**config.mk**
```make
export PLATFORM = sky130hd
export DESIGN_NAME = keyed_wdog
export DESIGN_NICKNAME = d
export VERILOG_FILES = /design/src/rtl/kwd_pkg.sv /design/src/rtl/kwd_regfile.sv /design/src/rtl/kwd_countdown.sv /design/src/rtl/kwd_action.sv /design/src/rtl/keyed_wdog.sv
export SDC_FILE = /design/constraint.sdc
export NUM_CORES = 1
export LEC_CHECK = 0
export BUFFER_PORTS_ARGS = -buffer_cell sky130_fd_sc_hd__buf_2
export CORE_MARGIN = 10
export CORE_UTILIZATION = 42
export DETAILED_ROUTE_END_ITERATION = 8
export HOLD_SLACK_MARGIN = 0.12
export PLACE_DENSITY_LB_ADDON = 0.1
export SYNTH_ARGS = -nofsm -noshare
export SYNTH_HDL_FRONTEND = slang
export SYNTH_SLANG_ARGS = --single-unit
```
**constraint.sdc**
```tcl
create_clock -name clk -period 1.7 [get_ports clk]
set_clock_uncertainty 0.05 [all_clocks]
set_input_delay 0.17 -clock clk [delete_from_list [all_inputs] [get_ports clk]]
set_output_delay 0.17 -clock clk [all_outputs]
set_load 0.02 [all_outputs]
```
**src/rtl/kwd_pkg.sv**
```systemverilog
package kwd_pkg;
  // register offsets (byte addresses)
  localparam int OFS_CTRL = 'h10;
  localparam int OFS_CFG  = 'h14;
  localparam int OFS_MODE = 'h18;

  // restart key: bits 12:1 hold 0xA57, bit 0 set
  localparam int          KEY_W   = 13;
  localparam logic [12:0] KEY_VAL = {12'hA57, 1'b1};

  // field positions
  localparam int EN_BIT   = 0;
  localparam int CODE_LSB = 4;
  localparam int CODE_W   = 4;
  localparam int ACT_W    = 2;
  localparam int CLR_BIT  = 2;

  // longest interval in half-second ticks
  localparam int HALVES_MAX = 32;
  localparam int CNT_W      = $clog2(HALVES_MAX + 1);

  typedef enum logic [ACT_W-1:0] {
    ACT_IRQ   = 2'b00,
    ACT_RESET = 2'b01,
    ACT_SPARE2 = 2'b10,
    ACT_SPARE3 = 2'b11
  } act_t;

  // interval code -> number of half-second ticks
  function automatic logic [CNT_W-1:0] halves_for_code(input logic [CODE_W-1:0] c);
    logic [CNT_W-1:0] r;
    if (c == '0)
      r = CNT_W'(1);
    else if (c <= 4'd6)
      r = CNT_W'({2'b00, c} << 1);
    else if (c <= 4'd11)
      r = CNT_W'(({2'b00, c} - 6'd3) << 2);
    else
      r = CNT_W'(HALVES_MAX);
    return r;
  endfunction
endpackage

```
**src/rtl/kwd_regfile.sv**
```systemverilog
module kwd_regfile
  import kwd_pkg::*;
#(
  parameter int ADDR_W = 8,
  parameter int DATA_W = 32
) (
  input  logic              clk,
  input  logic              rst_n,
  input  logic [ADDR_W-1:0] bus_addr,
  input  logic [DATA_W-1:0] bus_wdata,
  input  logic              bus_we,
  input  logic              bus_re,
  output logic [DATA_W-1:0] bus_rdata,
  output logic              wd_en,
  output logic [CODE_W-1:0] wd_code,
  output act_t              wd_act,
  output logic              reload_cmd,
  output logic              arm_evt,
  output logic              irq_clr,
  output logic [CODE_W-1:0] arm_code
);
  localparam logic [ADDR_W-1:0] A_CTRL = ADDR_W'(OFS_CTRL);
  localparam logic [ADDR_W-1:0] A_CFG  = ADDR_W'(OFS_CFG);
  localparam logic [ADDR_W-1:0] A_MODE = ADDR_W'(OFS_MODE);

  logic wr_ctrl, wr_cfg, wr_mode;
  logic [DATA_W-1:0] rd_mux;
  logic unused_wdata;

  assign wr_ctrl = bus_we && (bus_addr == A_CTRL);
  assign wr_cfg  = bus_we && (bus_addr == A_CFG);
  assign wr_mode = bus_we && (bus_addr == A_MODE);

  // named internal events
  assign reload_cmd = wr_ctrl && (bus_wdata[KEY_W-1:0] == KEY_VAL);
  assign arm_evt    = wr_mode && bus_wdata[EN_BIT] && !wd_en;
  assign irq_clr    = wr_cfg && bus_wdata[CLR_BIT];
  assign arm_code   = bus_wdata[CODE_LSB +: CODE_W];
  assign unused_wdata = ^bus_wdata;

  always_ff @(posedge clk) begin
    if (!rst_n) begin
      wd_en   <= 1'b0;
      wd_code <= '0;
      wd_act  <= ACT_IRQ;
    end else begin
      if (wr_mode) begin
        wd_en   <= bus_wdata[EN_BIT];
        wd_code <= bus_wdata[CODE_LSB +: CODE_W];
      end
      if (wr_cfg)
        wd_act <= act_t'(bus_wdata[ACT_W-1:0]);
    end
  end

  always_comb begin
    rd_mux = '0;
    if (bus_addr == A_CFG)
      rd_mux[ACT_W-1:0] = wd_act;
    else if (bus_addr == A_MODE) begin
      rd_mux[EN_BIT] = wd_en;
      rd_mux[CODE_LSB +: CODE_W] = wd_code;
    end
  end

  assign bus_rdata = bus_re ? rd_mux : '0;

  // an arming write always leaves the watchdog enabled
  assert_arm_enables_R5: assert property (@(posedge clk) disable iff (!rst_n)
    arm_evt |=> wd_en);
  // a control write never alters the stored mode or action
  assert_ctrl_no_side_R3: assert property (@(posedge clk) disable iff (!rst_n)
    (wr_ctrl && !reload_cmd) |=> ($stable(wd_en) && $stable(wd_code) && $stable(wd_act)));
endmodule

```
**src/rtl/kwd_countdown.sv**
```systemverilog
module kwd_countdown
  import kwd_pkg::*;
(
  input  logic              clk,
  input  logic              rst_n,
  input  logic              en,
  input  logic              tick,
  input  logic              reload_cmd,
  input  logic              arm_evt,
  input  logic [CODE_W-1:0] arm_code,
  input  logic [CODE_W-1:0] cur_code,
  output logic              expire_evt
);
  logic [CNT_W-1:0] remaining;
  logic             load_req;
  logic             step_evt;

  assign load_req   = reload_cmd || arm_evt;
  assign expire_evt = en && tick && (remaining == CNT_W'(1)) && !load_req;
  assign step_evt   = en && tick && !load_req && !expire_evt;

  always_ff @(posedge clk) begin
    if (!rst_n)
      remaining <= '0;
    else if (arm_evt)
      remaining <= halves_for_code(arm_code);
    else if (reload_cmd || expire_evt)
      remaining <= halves_for_code(cur_code);
    else if (step_evt)
      remaining <= remaining - CNT_W'(1);
  end

  // nothing moves the counter while disabled and not loaded
  assert_hold_disabled_R6: assert property (@(posedge clk) disable iff (!rst_n)
    (!en && !load_req) |=> $stable(remaining));
  // a plain tick takes exactly one off
  assert_single_step_R6: assert property (@(posedge clk) disable iff (!rst_n)
    (en && tick && !load_req && remaining > CNT_W'(1)) |=> (remaining == $past(remaining) - CNT_W'(1)));
  // an enabled counter is never empty
  assert_nonzero_enabled_R7: assert property (@(posedge clk) disable iff (!rst_n)
    en |-> (remaining != '0));
endmodule

```
**src/rtl/kwd_action.sv**
```systemverilog
module kwd_action
  import kwd_pkg::*;
(
  input  logic clk,
  input  logic rst_n,
  input  logic expire_evt,
  input  act_t act,
  input  logic irq_clr,
  input  logic tick,
  output logic sys_rst_pulse,
  output logic irq_pend
);
  logic want_reset;
  logic want_irq;

  assign want_reset = expire_evt && (act == ACT_RESET);
  assign want_irq   = expire_evt && (act != ACT_RESET);

  always_ff @(posedge clk) begin
    if (!rst_n) begin
      sys_rst_pulse <= 1'b0;
      irq_pend      <= 1'b0;
    end else begin
      sys_rst_pulse <= want_reset;
      if (want_irq)
        irq_pend <= 1'b1;
      else if (irq_clr)
        irq_pend <= 1'b0;
    end
  end

  // a reset pulse always follows a tick
  assert_pulse_after_tick_R8: assert property (@(posedge clk) disable iff (!rst_n)
    sys_rst_pulse |-> $past(tick));
  // a fresh interrupt always follows a tick
  assert_irq_after_tick_R9: assert property (@(posedge clk) disable iff (!rst_n)
    $rose(irq_pend) |-> $past(tick));
  // pending stays until cleared
  assert_irq_sticky_R9: assert property (@(posedge clk) disable iff (!rst_n)
    (irq_pend && !irq_clr) |=> irq_pend);
endmodule

```
**src/rtl/keyed_wdog.sv**
```systemverilog
module keyed_wdog
  import kwd_pkg::*;
#(
  parameter int ADDR_W = 8,
  parameter int DATA_W = 32
) (
  input  logic              clk,
  input  logic              rst_n,
  input  logic [ADDR_W-1:0] bus_addr,
  input  logic [DATA_W-1:0] bus_wdata,
  input  logic              bus_we,
  input  logic              bus_re,
  output logic [DATA_W-1:0] bus_rdata,
  input  logic              tick_half,
  output logic              sys_rst_pulse,
  output logic              irq_pend
);
  logic              wd_en;
  logic [CODE_W-1:0] wd_code;
  act_t              wd_act;
  logic              reload_cmd;
  logic              arm_evt;
  logic              irq_clr;
  logic [CODE_W-1:0] arm_code;
  logic              expire_evt;

  kwd_regfile #(.ADDR_W(ADDR_W), .DATA_W(DATA_W)) u_regs (
    .clk(clk), .rst_n(rst_n),
    .bus_addr(bus_addr), .bus_wdata(bus_wdata), .bus_we(bus_we), .bus_re(bus_re),
    .bus_rdata(bus_rdata),
    .wd_en(wd_en), .wd_code(wd_code), .wd_act(wd_act),
    .reload_cmd(reload_cmd), .arm_evt(arm_evt), .irq_clr(irq_clr), .arm_code(arm_code)
  );

  kwd_countdown u_count (
    .clk(clk), .rst_n(rst_n), .en(wd_en), .tick(tick_half),
    .reload_cmd(reload_cmd), .arm_evt(arm_evt),
    .arm_code(arm_code), .cur_code(wd_code),
    .expire_evt(expire_evt)
  );

  kwd_action u_act (
    .clk(clk), .rst_n(rst_n), .expire_evt(expire_evt), .act(wd_act),
    .irq_clr(irq_clr), .tick(tick_half),
    .sys_rst_pulse(sys_rst_pulse), .irq_pend(irq_pend)
  );

  // one expiry never produces both outcomes
  assert_one_outcome_R8: assert property (@(posedge clk) disable iff (!rst_n)
    sys_rst_pulse |-> !$rose(irq_pend));
endmodule

```
After elaboration in Yosys (flattened, before gate mapping)
Cells that the tools add are included.
{ "word_totals": {"ff_bits": 15, "word_cells": 60} }
{ "classes": {"reduce_logical": 23, "mux": 17, "eq_ne": 7, "addsub": 3, "order_cmp": 4} }
{ "ops": {"columns": ["operator", "count"], "rows": [
  ["two-way mux 6 bit", 9],
  ["equality test 8 x 5 -> 1 bit, second input constant", 3],
  ["logical AND 1 bit", 14],
  ["equality test 13 bit, second input constant", 1],
  ["less-or-equal comparator 4 x 3 -> 1 bit, second input constant", 2],
  ["less-or-equal comparator 4 bit, second input constant", 2],
  ["zero test 4 bit", 2],
  ["two-way mux 4 bit", 2],
  ["two-way mux 8 bit", 1],
  ["subtractor 4 x 2 -> 4 bit, second input constant", 2],
  ["equality test 6 x 1 -> 1 bit, second input constant", 1],
  ["subtractor 6 x 1 -> 6 bit, second input constant", 1],
  ["two-way mux 1 bit", 5],
  ["zero test 1 bit", 3],
  ["nonzero test 3 bit", 1],
  ["equality test 2 x 1 -> 1 bit, second input constant", 1],
  ["logical OR 1 bit", 2],
  ["inequality test 2 x 1 -> 1 bit, second input constant", 1],
  ["nonzero test 2 bit", 1]
]} }

Logic depth before layout (Yosys ltp)
Gate-level depths: netlist (run 1).
{ "depth": {"depth_word": 12, "depth_mapped": 7, "ltp_nobuf": 7} }

Modules after synthesis
From an unflattened synthesis (run 1), not the netlist that was laid out.
{ "hier_totals": {"cells_unflattened": 195, "area_unflattened_um2": 1619.1} }
{ "modules_own_cells": {"columns": ["mod", "area_per_inst_um2", "cells_per_inst", "n_inst", "seq_area_each_um2"], "rows": [
  ["kwd_countdown", 837.1, 104, 1, 120.1],
  ["kwd_regfile", 705.7, 84, 1, 140.1],
  ["kwd_action", 76.3, 7, 1, 40.0]
]} }

Least setup slack after synthesis (run 1)
No wires, ideal clock.
{ "synth_timing": {"path_type": "register to register", "start": "reg u_regs.wd_code[0]", "end": "reg u_count.remaining[1]", "path_stages_with_launch": 7, "path_slack_ns": -0.016, "period_less_slack_ns": 1.716, "n_path_buf": 0, "setup_time_ns": 0.079, "t_arrival_ns": 1.586, "path_cell_list": "dfxtp_1 -> inv_1 -> ha_1 -> nor2b_4 -> a2111oi_0 -> o22ai_1 -> a211oi_2"} }
{ "synth_via": {"elab_chain_cells": 5, "elab_cells_between_ends": 6} }
{ "synth_rtl": {"columns": ["item", "line", "source"], "rows": [
  ["start, declared", "kwd_regfile.sv:15", "output logic [CODE_W-1:0] wd_code,"],
  ["start signal, assigned", "kwd_regfile.sv:49", "wd_code <= bus_wdata[CODE_LSB +: CODE_W];"],
  ["less-or-equal comparator 4 x 3 -> 1 bit", "kwd_pkg.sv:34", "else if (c <= 4'd6)"],
  ["two-way mux 6 bit", "kwd_pkg.sv:34", null],
  ["two-way mux 6 bit (*)", "kwd_pkg.sv:32", "if (c == '0)"],
  ["two-way mux 6 bit (*)", "kwd_countdown.sv:27", "else if (reload_cmd || expire_evt)"],
  ["two-way mux 6 bit (*)", "kwd_countdown.sv:25", "else if (arm_evt)"],
  ["end signal, assigned", "kwd_countdown.sv:26", "remaining <= halves_for_code(arm_code);"],
  ["end signal, assigned", "kwd_countdown.sv:28", "remaining <= halves_for_code(cur_code);"],
  ["end signal, assigned", "kwd_countdown.sv:30", "remaining <= remaining - CNT_W'(1);"],
  ["end, declared", "kwd_countdown.sv:14", "logic [CNT_W-1:0] remaining;"]
]} }
Mark *: on every way between the ends. The rest lies on a longest branch, timed or not.
A chain may end at the register's enable or synchronous reset.

Worst setup path in the final report (run 1)
{ "layout_timing": {"start": "reg u_regs.wd_code[0]", "end": "reg u_count.remaining[2]"} }
{ "layout_via": {"elab_chain_cells": 6, "elab_cells_between_ends": 9} }
{ "layout_rtl": {"columns": ["item", "line", "source"], "rows": [
  ["subtractor 4 x 2 -> 4 bit or less-or-equal comparator 4 bit (tied branches)", "kwd_pkg.sv:37, kwd_pkg.sv:36", null],
  ["two-way mux 6 bit", "kwd_pkg.sv:36", "else if (c <= 4'd11)"],
  ["two-way mux 6 bit", "kwd_pkg.sv:34", null],
  ["two-way mux 6 bit (*)", "kwd_pkg.sv:32", null],
  ["two-way mux 6 bit (*)", "kwd_countdown.sv:27", null],
  ["two-way mux 6 bit (*)", "kwd_countdown.sv:25", null]
]} }
Marks and branches as above.

==> results of run 1 <==
[logic make-up (layout without fill, tap and decap cells)]
family          count (synthesis)  in the layout  share of synthesized area
fa+ha+maj                       8              8                     0.0634
flops                          15             15                      0.190
other cells                     1             26                    0.00238
xor+xnor                        4              4                     0.0222
simple gates                   75             75                      0.342
compound gates                 29             29                      0.149
mux                            10             10                     0.0634
buf+inv                        39             69                      0.167
[power groups by stage]
stage	logic (uW)	registers, uW	clock network (uW)
after floorplan	169	367	0
after global placement	194	365	0
after detailed placement	199	365	0
after CTS	199	357	304
after global routing	221	357	325
final	205	357	297
[state kept, by name, summed over array words and instances (netlist names)]
register	flops
u_regs.wd_en	1
u_regs.wd_code	4
u_regs.wd_act	2
u_count.remaining	6
u_act.irq_pend	1
u_act.sys_rst_pulse	1
[per-stage QoR]
stage               utilization  std cells
finish                    0.532        284
floorplan                     -        206
global route              0.532        284
detailed placement        0.502        278
global placement          0.502        278
CTS                       0.518        282
[tightest hold or removal path, delay by kind of cell]
family | cells | cell delay (ns)
AND/OR/NAND/NOR | 1 | 0.07
multiplexers | 1 | 0.06
buffers and inverters | 1 | 0.10
[cell type report]
type	instances	area share
Multi-Input combinational cell	152	0.596
Timing Repair Buffer	56	0.175
Sequential cell	15	0.157
Tap cell	48	0.0311
Clock buffer	3	0.0214
Inverter	9	0.0175
Clock inverter	1	0.00259
[routing by layer]
| layer | up-vias | GRT usage | share of wire |
|---|---|---|---|
| li1 | 722 | - | - |
| met1 | 687 | 0.131 | 0.39 |
| met2 | 48 | 0.239 | 0.53 |
| met3 | 2 | 0.0453 | 0.076 |
| met5 | - | 0 | 0 |
| met4 | 0 | 0.0277 | 0.0028 |
[worst paths after layout]
check	start	to	slack, ns	cells past startpoint
min reg2reg	u_act.irq_pend$_SDFFE_PN0P_	u_act.irq_pend$_SDFFE_PN0P_	0.42	2
max	u_regs.wd_code[0]$_SDFFE_PN0N_	u_count.remaining[2]$_SDFFE_PN0P_	0.08	8
max reg2reg	u_regs.wd_code[0]$_SDFFE_PN0N_	u_count.remaining[2]$_SDFFE_PN0P_	0.08	8
min	bus_wdata[1]	u_regs.wd_act[1]$_SDFFE_PN0P_	0.14	3
[cells in the mapped netlist (all sizes together) (2+ instances only)]
library cell  instances
nor4                  3
ha                    8
xor2                  3
nand4b                4
buf                  29
inv                   8
mux2i                10
o211ai                2
and2                  5
nand3                11
nor4b                 2
nor2b                 6
nand2b                3
nand2                 8
dfxtp                15
or3                   2
nor4bb                2
nand4                 4
nor3b                 3
a211oi                2
a21o                  2
o22ai                 5
o31ai                 3
nor2                 13
o21ai                 4
[timing repair]
action,4_1_cts,5_1_grt
resized for setup,2,7
setup endpoints to repair,2,7
setup buffers,0,2
pin swaps,0,3
==> summary.md, run 1 <==
| Metric | Value |
|---|---|
| Ys async rst share | `0` |
| Syn_area_per_cell | `approximately 8.7 sq um` |
| Top cell type's share of synthesized area | `0.190` |
| Tmin final | `between 1.5 and 2 ns` |
| Cell taking the most area after synthesis | `dfxtp_1` |
| Drt wl/cell | `approximately 15 um` |
| Buf/Inv on CP | `2` |
| Arrival @ worst endpoint | `~1.8 ns` |
| Dpl cell area | `between 0.0015 and 0.002 sq mm` |
| GRT Total Usage | `0.127` |
| WL final | `between 4 and 5 mm` |
| Fmax achieved | `about 0.62 GHz` |
| Filler Cells Inserted | `376` |
| N_diodes | `0` |
| CTS tree | `yes` |
| IO Pins | `79` |
| Clk Latency, worst-skew pair | `around 0.25 ns` |
| Antenna violations before repair | `0` |
| Final cycle utilization of the critical path | `0.952` |
| Final Setup Violations | `0` |
| Post-DP HPWL | `3.65 mm` |
| Vias per inst | `5.14` |
| Routability cong. | `roughly 0.86` |
| FF/Latch Area | `303 sq um` |
| Drt pass-1 iters | `4` |
| CP max FO | `3` |
| Die extent in x | `81.3 um` |
| Leak | `about 0.00094 uW` |
| Largest net degree at the start of global routing | `10` |
| Routed Antenna Nets | `0` |
| Final Slew Violations | `0` |
| Layout net count | `290` |
| Row count | `22` |
| Chip height | `just over 80 um` |
| Cells after synthesis | `181` |
| Layout area overhead | `22.4%` |
| CP max-delay cell | `dfxtp_2` |
| Kind of cell adding the most delay to the critical path | `simple AND/OR/NAND/NOR gates` |
| Worst Hold Class | `input port to flop` |
| Crit Path Class | `flop to flop` |
| Top FF cell, synth | `dfxtp_1` |
| Final Hold Viols | `0` |
| Setup TNS Final | `0 ns` |
| First-pass GRT wire length | `just under 7 mm` |
| CTS H-tree lvls | `1` |
| Clk sinks | `15` |
| Worst IR drop on VDD | `roughly 270 uV` |
| EDFF count, synth | `0` |
| Status | `finished clean` |
| Register area share after synthesis | `0.190` |
| Combinational share of power | `0.238` |
| Post-route cell area | `between 0.0015 and 0.002 sq mm` |
| Setup WS pre-CTS | `-0.190 ns` |
| GR Overflow Total | `0` |
| Synth Warn # | `0` |
| Hold buffer count at CTS | `0` |
| CTS clk-pin slew, worst paths | `around 0.07 ns` |
| CP max stage delay | `around 0.32 ns` |
| Number of global-route vias before repair | `~1500` |
| CP Launch Type | `flop` |
| Total die area | `around 0.0066 sq mm` |
| Cell Area, Synth | `around 0.0016 sq mm` |
| DRC Markers | `0` |
| Synth cell types | `64` |
| Synth Register Bits | `15` |
| Share of cells above drive strength 1 | `0.360` |
| Switching share of total power | `0.313` |
| First DRT Iteration DRCs | `87` |
| Core area | `around 0.0036 sq mm` |
| Crit-path cells | `inv_1, ha_2, nor2b_4, buf_4, or3_4, o22ai_2, mux2i_1, o2bb2ai_1` |
| Worst-case clock buffer depth | `2` |
| Pwr dens | `444 mW/mm^2` |
| Routed vias | `1459` |
| CTS Buf Count | `3` |
| Top area cells in the synthesized netlist | `dfxtp_1 (19%), buf_4 (12%), ha_1 (6.3%)` |
| Clk root buf | `clkbuf_8` |
| RSZ-0062 raised after global routing | `yes` |
| Power share of the clock group | `0.346` |
| Power share of the sequential group | `0.416` |
| Most common cell after layout, fill and taps aside | `buf_2` |
| CP required | `~1.8 ns` |
| Final setup margin | `0.0821 ns` |
| IO buf count | `33` |
| Final hold slack | `0.144 ns` |
| Reported net switching power | `approximately 270 uW` |
| Kind of end point of the critical path | `flop` |
| Area of the multi-input gates | `0.00115 sq mm` |
| Final Power | `about 860 uW` |
| Commonest cells after routing, fill and taps aside | `buf_2 (33), conb_1 (26), buf_4 (23), dfxtp_1 (13), nor2_1 (12)` |
| Design internal power | `590 uW` |
| Max-cap violations | `0` |
| Initial Utilization | `0.434` |
No activity file was read; power rests on OpenSTA's default activity.
==> run 2: changes to the inputs <==
Settings changed: PLACE_DENSITY set to 0.77, PLACE_DENSITY_LB_ADDON 0.1 to unset, SETUP_SLACK_MARGIN set to 0.4.
==> summary.md, run 2 (synthesis gave the netlist of run 1 again) <==
| Metric | Value |
|---|---|
| CP required | `1.83 ns (about the same)` |
| Pwr dens | `418 mW/mm^2 (-6.0%)` |
| WL final | `4.40 mm (+2.7%)` |
| Worst reg2reg path depth | `6 (-2)` |
| GR Overflow Total | `0 (unchanged)` |
| GRT Total Usage | `0.134 (+0.00679)` |
| First DRT Iteration DRCs | `73 (-16%)` |
| Final Hold Viols | `0 (unchanged)` |
| Final Slew Violations | `0 (unchanged)` |
| RSZ-0062 raised after global routing | `yes` |
| Routed Antenna Nets | `0 (unchanged)` |
| Largest net degree at the start of global routing | `11 (+1)` |
| Filler Cells Inserted | `340 (-9.6%)` |
| Die extent in x | `81.3 um (unchanged)` |
| Core Util, Final | `0.589 (+0.0572)` |
| Tmin final | `1.53 ns (-0.0904 ns)` |
| Largest register FFs | `6 (unchanged)` |
| Final setup margin | `0.172 ns (+0.0904 ns)` |
| Worst Hold Class | `input port to flop` |
| Worst IR drop on VDD | `245 uV (-8.9%)` |
| Number of global-route vias before repair | `1534 (+1.8%)` |
| CP startpoint | `u_regs.wd_code[1]$_SDFFE_PN0N_` |
| Drt pass-1 iters | `4 (unchanged)` |
| Clk root buf | `clkbuf_8` |
| Largest register by flop count | `u_count.remaining` |
| Share of cells above drive strength 1 | `0.468 (+0.108)` |
| Vias per inst | `5.24 (+1.9%)` |
| N_diodes | `0 (unchanged)` |
| Final cycle utilization of the critical path | `0.899 (-0.0532)` |
| CTS tree | `yes` |
| Initial Utilization | `0.434 (unchanged)` |
| Reg-to-Reg Start | `u_regs.wd_code[1]$_SDFFE_PN0N_` |
| Kind of end point of the critical path | `flop` |
| CTS clk-pin slew, worst paths | `0.07 ns (about the same)` |
| CP max FO | `4 (+1)` |
| Post-route cell area | `0.00214 sq mm (+11%)` |
| Final Setup Violations | `0 (unchanged)` |
| Dpl cell area | `0.00187 sq mm (+2.3%)` |
| Worst setup path end | `u_count.remaining[1]$_SDFFE_PN0P_` |
| Final hold slack | `0.132 ns (-0.0114 ns)` |
| Antenna violations before repair | `0 (unchanged)` |
| Status | `finished clean` |
| Clk sinks | `15 (unchanged)` |
| Most common cell after layout, fill and taps aside | `conb_1` |
| Worst-case clock buffer depth | `2 (unchanged)` |
| Worst r2r dst | `u_count.remaining[1]$_SDFFE_PN0P_` |
| Reg2reg setup slack | `0.17 ns (+0.09 ns)` |
| Routed vias | `1482 (+1.6%)` |
| IO buf count | `33 (unchanged)` |
| Commonest cells after routing, fill and taps aside | `conb_1 (26), buf_2 (24), buf_4 (21)` |
| CP Launch Type | `flop` |
| Leak | `0.000995 uW (+6.3%)` |
| CTS H-tree lvls | `1 (unchanged)` |
| Layout area overhead | `35.6%` |
| Chip height | `81.3 um (unchanged)` |
| Setup TNS Final | `0 ns (unchanged)` |
| Max-cap violations | `0 (unchanged)` |
| Setup WS pre-CTS | `-0.0566 ns (+0.134 ns)` |
| Fmax achieved | `0.655 GHz (+5.9%)` |
| Biggest regs | `u_count.remaining (6), u_regs.wd_code (4), u_regs.wd_act (2)` |
| Layout net count | `289 (-0.34%)` |
| CTS Buf Count | `3 (unchanged)` |
| Post-DP HPWL | `3.41 mm (-6.5%)` |
| DRC Markers | `0 (unchanged)` |
| Crit Path Class | `flop to flop` |
| Row count | `22 (unchanged)` |
| Arrival @ worst endpoint | `1.66 ns (-0.09 ns)` |
| Total die area | `0.00661 sq mm (unchanged)` |
| Core area | `0.00363 sq mm (unchanged)` |
| Drt wl/cell | `15.5 um (+3.1%)` |
| Routability cong. | `0.839 (-2.5%)` |
| First-pass GRT wire length | `7.07 mm (+3.6%)` |
| IO Pins | `79 (unchanged)` |
| Clk Latency, worst-skew pair | `0.26 ns (about the same)` |
run 2: cell types whose count changed in the layout (fill, tap and decap cells not counted), moves of 3 or more:
cell     delta
buf_6      +10
buf_2       -9
dfxtp_1     -5
inv_1       -5
and2_1      -4
and2_4      +4
ha_4        +4
dfxtp_2     +3
ha_1        -3
inv_2       +3
run 2: critical path: stages, from the launching register on:
cell       delay, ns
dfxtp_4         0.37
inv_2           0.05
ha_4            0.14
nor2b_4         0.13
a2111oi_4       0.36
o22ai_2         0.15
a211oi_2        0.18
run 2: power breakdown:
part           switching (uW)  total (uW)  internal (uW)
Sequential               8.18         360            352
Combinational             136         217           80.9
Clock                     153         317            164
run 2: what timing repair did:
item                       in CTS  in global routing
hold buffers                    0                  0
pin swaps                      19                  9
resized for setup              33                 15
buffers inserted                6                  1
hold endpoints to repair        0                  0
cloned                          0                  0
setup endpoints to repair      12                 20
run 2: cell type report:
type / count / area (sq um) / area share
clock buffer: 3 / 41.3 / 0.0193
clock inverter: 1 / 5.00 / 0.00234
inverter: 9 / 48.8 / 0.0228
multi-input combinational: 152 / 1280 / 0.598
sequential: 15 / 314 / 0.147
tap: 48 / 60.1 / 0.0281
timing repair buffer: 55 / 390 / 0.182
run 2: stage by stage:
step	cells	total power, uW
after floorplan	206	537
after global placement	272	559
after detailed placement	272	562
after CTS	282	892
after global routing	283	931
final	283	894
run 2: worst min-delay path by stage:
stage | start | end | slack, ns | depth (start not counted)
final | bus_wdata[1] | u_regs.wd_act[1]$_SDFFE_PN0P_ | 0.13 | 3
after global routing | bus_wdata[0] | u_regs.wd_en$_SDFFE_PN0N_ | 0.16 | 3
after CTS | bus_wdata[1] | u_regs.wd_act[1]$_SDFFE_PN0P_ | 0.13 | 3
after detailed placement | bus_wdata[1] | u_regs.wd_act[1]$_SDFFE_PN0P_ | 0.40 | 3
after global placement | bus_wdata[0] | u_regs.wd_act[0]$_SDFFE_PN0P_ | 0.39 | 3
after floorplan | bus_wdata[4] | u_regs.wd_code[0]$_SDFFE_PN0N_ | 0.26 | 2
run 2: per-layer routing:
metal	wire length, um	track usage	share of wire
met5	0	0	0
met4	95	0.0640	0.022
met3	334	0.0442	0.076
met2	2170	0.228	0.49
met1	1800	0.146	0.41
